===== src/rtl/bus_addr_decoder.sv =====
module bus_addr_decoder #(
  parameter int          NCH        = 2,
  parameter int          PIN_W      = 3,
  parameter logic [6:0]  BCAST_ADDR = 7'h5A,
  parameter logic [6:0]  PAGED_ADDR = 7'h5B,
  parameter logic [7:0]  DEV_INIT   = 8'h40,
  parameter logic [7:0]  RAIL_INIT  = 8'h80,
  parameter logic [7:0]  PAGE_ALL   = 8'hFF
) (
  input  logic             clk,
  input  logic             rst_n,
  input  logic [PIN_W-1:0] pin_sel,
  input  logic             cfg_we,
  input  logic [1:0]       cfg_sel,
  input  logic [7:0]       cfg_data,
  input  logic             addr_valid,
  input  logic [6:0]       addr,
  input  logic             rd,
  output logic             ack,
  output logic [NCH-1:0]   ch_mask,
  output logic             rd_bcast_flag
);
  localparam logic [1:0] SEL_PAGE = 2'd0;
  localparam logic [1:0] SEL_DEV  = 2'd1;
  localparam logic [1:0] SEL_RAIL = 2'd2;

  logic [7:0]     page_q, dev_q;
  logic [7:0]     rail_q [NCH];
  logic [NCH-1:0] page_mask, rail_hit, wr_mask, nxt_mask;

  always_comb begin
    page_mask = '0;
    if (page_q == PAGE_ALL) page_mask = '1;
    else
      for (int c = 0; c < NCH; c++)
        page_mask[c] = (page_q == 8'(c));
  end

  wire [6:0] dev_addr = {dev_q[6:PIN_W], pin_sel};
  wire hit_g   = (addr == BCAST_ADDR);
  wire hit_pg  = (addr == PAGED_ADDR);
  wire hit_dev = !dev_q[7] && (addr == dev_addr);

  for (genvar c = 0; c < NCH; c++) begin : g_rail
    assign rail_hit[c] = !rail_q[c][7] && (rail_q[c][6:0] == addr);
    always_ff @(posedge clk)
      if (!rst_n) rail_q[c] <= RAIL_INIT;
      else if (cfg_we && cfg_sel == SEL_RAIL && page_mask[c]) rail_q[c] <= cfg_data;
  end

  wire bc_hit  = hit_g || hit_pg || (|rail_hit);
  assign wr_mask  = {NCH{hit_g}} | (hit_pg ? page_mask : '0)
                  | (hit_dev ? page_mask : '0) | rail_hit;
  assign nxt_mask = rd ? (hit_dev ? page_mask : '0) : wr_mask;
  wire nxt_ack = rd ? hit_dev : (bc_hit || hit_dev);

  always_ff @(posedge clk) begin
    if (!rst_n) begin
      page_q <= 8'h00;
      dev_q  <= DEV_INIT;
    end else if (cfg_we) begin
      if (cfg_sel == SEL_PAGE) page_q <= cfg_data;
      if (cfg_sel == SEL_DEV)  dev_q  <= cfg_data;
    end
  end

  always_ff @(posedge clk) begin
    if (!rst_n) begin
      ack           <= 1'b0;
      ch_mask       <= '0;
      rd_bcast_flag <= 1'b0;
    end else begin
      ack     <= addr_valid && nxt_ack;
      ch_mask <= addr_valid ? nxt_mask : '0;
      if (addr_valid && rd && bc_hit) rd_bcast_flag <= 1'b1;
    end
  end
endmodule



===== config.mk =====
export PLATFORM = sky130hd
export DESIGN_NAME = bus_addr_decoder
export DESIGN_NICKNAME = d
export VERILOG_FILES = /design/src/rtl/bus_addr_decoder.sv
export SDC_FILE = /design/constraint.sdc
export NUM_CORES = 1
export LEC_CHECK = 0
export ABC_CLOCK_PERIOD_IN_PS = 2300
export CAP_MARGIN = 0
export CORE_MARGIN = 5
export CORE_UTILIZATION = 46
export CTS_CLUSTER_SIZE = 25
export DETAILED_ROUTE_END_ITERATION = 6
export GPL_ROUTABILITY_DRIVEN = 0
export PLACE_DENSITY = 0.78
export SLEW_MARGIN = 30
export SYNTH_ARGS = -nofsm -noshare
export SYNTH_HDL_FRONTEND = slang
export SYNTH_SLANG_ARGS = --single-unit
export TNS_END_PERCENT = 50

===== constraint.sdc =====
create_clock -name clk -period 2.3 [get_ports clk]
set_clock_uncertainty 0.15 [all_clocks]
set_input_delay 0.46 -clock clk [delete_from_list [all_inputs] [get_ports clk]]
set_output_delay 0.46 -clock clk [all_outputs]
set_load 0.01 [all_outputs]

Yosys cells after proc, flatten, opt, wreduce, memory -nomap -nowiden
Memories as Yosys holds them, arrays and structs flattened.
Index checks and enable logic that the tools add are counted.
{ "classes": {"n_shift": 0, "div_mod_pow": 0, "multipliers": 0, "n_lt_le_gt_ge": 0, "addsub": 0, "mux": 14, "bitwise": 5, "n_eq_ne": 9, "n_reduce_logical": 21} }
{ "ops": {"columns": ["operator", "count"], "rows": [
  ["equality test 7 bit", 3],
  ["2-to-1 mux 8 bit", 2],
  ["equality test 7 bit (second input constant)", 2],
  ["logical AND 1 bit", 9],
  ["equality test 8 x 1 -> 1 bit (second input constant)", 1],
  ["equality test 8 bit (second input constant)", 1],
  ["logical NOT 8 bit", 1],
  ["2-to-1 mux 1 bit", 8],
  ["2-to-1 mux 2 bit", 4],
  ["bitwise OR 2 bit", 3],
  ["AND reduction 2 bit", 3],
  ["logical NOT 1 bit", 3],
  ["logical OR 1 bit", 3],
  ["equality test 2 x 1 -> 1 bit (second input constant)", 1],
  ["equality test 2 bit (second input constant)", 1],
  ["logical NOT 2 bit", 1],
  ["bitwise OR 1 bit", 2],
  ["OR reduction 2 bit", 1]
]} }
{ "totals": {"in_bits": 25, "register_bits": 20, "out_inout_bits": 4, "rom_bits": 0, "word_cells": 55, "memories": 1, "ram_bits": 16, "latchBits": 0} }
{ "memory_table": {"columns": ["name", "depth", "width", "rd", "rd_clocked_by_memory_dff", "wr", "line_no", "rtl"], "rows": [
  ["rail_q", 2, 8, 2, 0, 2, "28", "logic [7:0] rail_q [NCH];"]
]} }

Longest topological paths before layout
Gate-level depths: netlist of the first run.
{ "logic_depth": {"word_depth": 7, "depth_mapped": 5, "depth_no_buf": 5} }

Worst setup path before layout of the first run
No wires, ideal clock.
{ "synth_timing": {"kind": "register to register", "startpoint": "register page_q[7]", "endpoint": "memory rail_q[1][0], enable pin", "stages_incl_launch_ff": 5, "n_path_buf": 0, "path_slack_ns": -0.036, "arrival_ns": 1.802, "t_required_ns": 1.766, "setup_time_ns": 0.384, "synth_period_minus_slack_ns": 2.336, "cell_sequence": "dfxtp_1 or4_4 nor4_4 a21oi_2 o21ai_0"} }
{ "synth_rtl": {"columns": ["element", "line_no", "rtl"], "rows": [
  ["from (decl)", "27", "logic [7:0] page_q, dev_q;"],
  ["from (signal assigned)", "62", "if (cfg_sel == SEL_PAGE) page_q <= cfg_data;"],
  ["to (decl)", "28", null]
]} }

==> results of run 1 <==
registers in the layout, summed over array words and instances, names as in the netlist:
signal,flops
rail_q,16
page_q,8
dev_q,5
ch_mask,2
ack,1
rd_bcast_flag,1
power by group:
| group | internal [mW] | total, mW | switching (mW) | leakage (nW) |
|---|---|---|---|---|
| logic | 0.0844 | 0.158 | 0.0735 | 0.430 |
| registers | 0.635 | 0.648 | 0.0128 | 0.297 |
| clock network | 0.226 | 0.417 | 0.191 | 0.0399 |
| total | 0.946 | 1.22 | 0.277 | 0.767 |
final cells by class:
class | count | share of cell area [%]
Timing Repair Buffer | 35 | 16.3
Clock inverter | 2 | 1.65
Clock buffer | 6 | 2.02
Multi-Input combinational cell | 105 | 36.7
Tap cell | 46 | 2.82
Sequential cell | 33 | 40.2
Inverter | 2 | 0.367
through the flow:
step | worst slack (ns) | instance area (sq um)
global route | 0.167 | 2040
detailed placement | 0.00556 | 1970
CTS | 0.228 | 2040
global placement | 0.0745 | 1970
floorplan | -0.0226 | 1590
finish | 0.238 | 2040
critical path: stages (launching register included):
cell,delay (ns)
dfxtp_1,0.34
or4_4,0.55
nor4_4,0.22
a21oi_2,0.15
or3_1,0.39
metal layers:
| metal | track usage [%] | vias to the layer above |
|---|---|---|
| met5 | 0 | - |
| met4 | 6.33 | 0 |
| met3 | 4.86 | 6 |
| met2 | 29.6 | 30 |
| met1 | 17.1 | 559 |
| li1 | - | 589 |
path summary, 6_finish.rpt:
check | start | end | cells past startpoint
max | page_q[7] | rail_q[0][7] | 4
min reg2reg | page_q[3] | page_q[3] | 2
min | page_q[3] | page_q[3] | 2
max reg2reg | page_q[7] | rail_q[0][7] | 4
Yosys cell counts, drive strengths merged, types with 2 or more instances:
master and instances:
xor2 21, dfxtp 17, edfxtp 16, and2 14, nor2 14, mux2i 12, a21oi 9, nor4 7
nand2 5, nand3b 3, nor2b 3, inv 2, nand4 2, nor3b 2, o21ai 2, o21ba 2
or3 2
cells by family after synthesis:
group,count (synthesis)
AND/OR/NAND/NOR,57
flip-flops,33
XOR/XNOR,21
AO/OA/AOI/OAI,15
multiplexers,12
buffers and inverters,4
==> results.ini, run 1 <==
[synthesis]
syn_avg_cell_area_sq_um=11.2
synth_cell_types=29
syn_area_sq_um=1590
synth_seq_area_share_pct=51.8
synth_area_leader_cell=edfxtp_1
synth_cells=142
synth-simple-area-share_pct=21.8
ys_seq_elements=33
synth_top_area_share_pct=30.3
ys.flop_type=dfxtp_1
synth_xor_area_share_pct=11.6
synthArstFlopShare_pct=0
synth_top_family_by_area=simple AND/OR/NAND/NOR gates
syn_nets=167
ys_warn_count=0
synth_edf_count=16
synth_mux_area_share_pct=7.58
synthTopCellsByArea=edfxtp_1 30%, dfxtp_1 21%, xor2_1 12%, mux2i_1 7.6%, and2_1 5.5%
synth_compound_area_share_pct=6.31
synthAdderAreaFrac_pct=0

[global_route]
track_usage_pct=16.1
grt_pass1_vias=1193
grt_first_pass_wirelength_um=5470
antenna_found_initial=0
gr-total-overflow=0
grt_max_degree=11

[cells_and_area]
final_common_cell=clkdlybuf4s50_1
final.fill_count=289
final_cell_count_no_fill=229
regArea_sq_um=821
drive_above_1_share_pct=13.1
final_util_pct=61.2
layout_common_cells=28 x clkdlybuf4s50_1, 21 x xor2_1, 17 x dfxtp_1
syn2layout_area_growth_pct=28.9
nets=207
diodes=0
multi_input_comb_area_sq_um=749

[detailed_routing]
post-route-drc-count=0
drt_first_pass_iters=4
met1_length_um=1430
ant_nets=0
wl_per_cell_um=15.4
wl_met3_um=201
num_vias=1184
top_layer=met4
drt_wl_total_um=3520
drtIter0Drc=63
viasPerCell=5.17
met2WireLength_um=1860

[critical_path]
crit_type=register to register
worstSetupEndpointType=register
crit_path_start_kind=register
worstPathRequired_ns=2.21
rrSetupSlack_ns=0.24
worstPathArrival_ns=1.97
crit_fanout=4

[clock_network]
cts_setup_buffers=0
cts_sinks=33
htree_levels=2
clockBufferDepth=2
cts_tree=done
cts_resized=0
root_buffer=clkbuf_4
ctsHoldBuffers=0
cts_inserted_buffers=5
worstSkewPairLatency_ns=0.32
cts.clk_slew.worst_paths_ns=0.10

[timing]
tightestPinTransition_ns=0.382
min_period_ns=2.06
slew_viol_final=0
setup_viol=0
fin_setup_tns_ns=0
slew_headroom_pct=74.5
final_hold_viol_count=0
timing.hold.ws_ns=0.389
rsz0062_at_grt=false
max_clock_freq_mhz=485
finalCritPeriodShare_pct=89.6

[power]
power.leakage_nw=0.767
totalPowerFinal_mw=1.22
power.density_nw_per_um2=599
peakVddDrop_mv=0.621

[job]
cap_violations=0

[place]
dp.final_hpwl_um=2830
io_buffers=28
dp_cells=221

[floorplanning]
die_width_um=68.7
io_pins=29
core_sq_um=3340
die_h_um=68.7
placementRows=21
initial_core_util_pct=47.5
die-area_sq_um=4720

[hold_path]
hp-class=register to register

[run_status]
status=finished clean

Power figures use the tool's default switching activity.
==> run 2, diff against run 1 <==
--- a/config.mk
+++ b/config.mk
@@ -6,7 +6,7 @@
 export NUM_CORES = 1
 export LEC_CHECK = 0
 export ABC_CLOCK_PERIOD_IN_PS = 2300
-export CAP_MARGIN = 0
+export CAP_MARGIN = 15
 export CORE_MARGIN = 5
 export CORE_UTILIZATION = 46
 export CTS_CLUSTER_SIZE = 25
==> results of run 2 <==
Same layout as run 1: the final DEF is identical, and so are final timing and power.
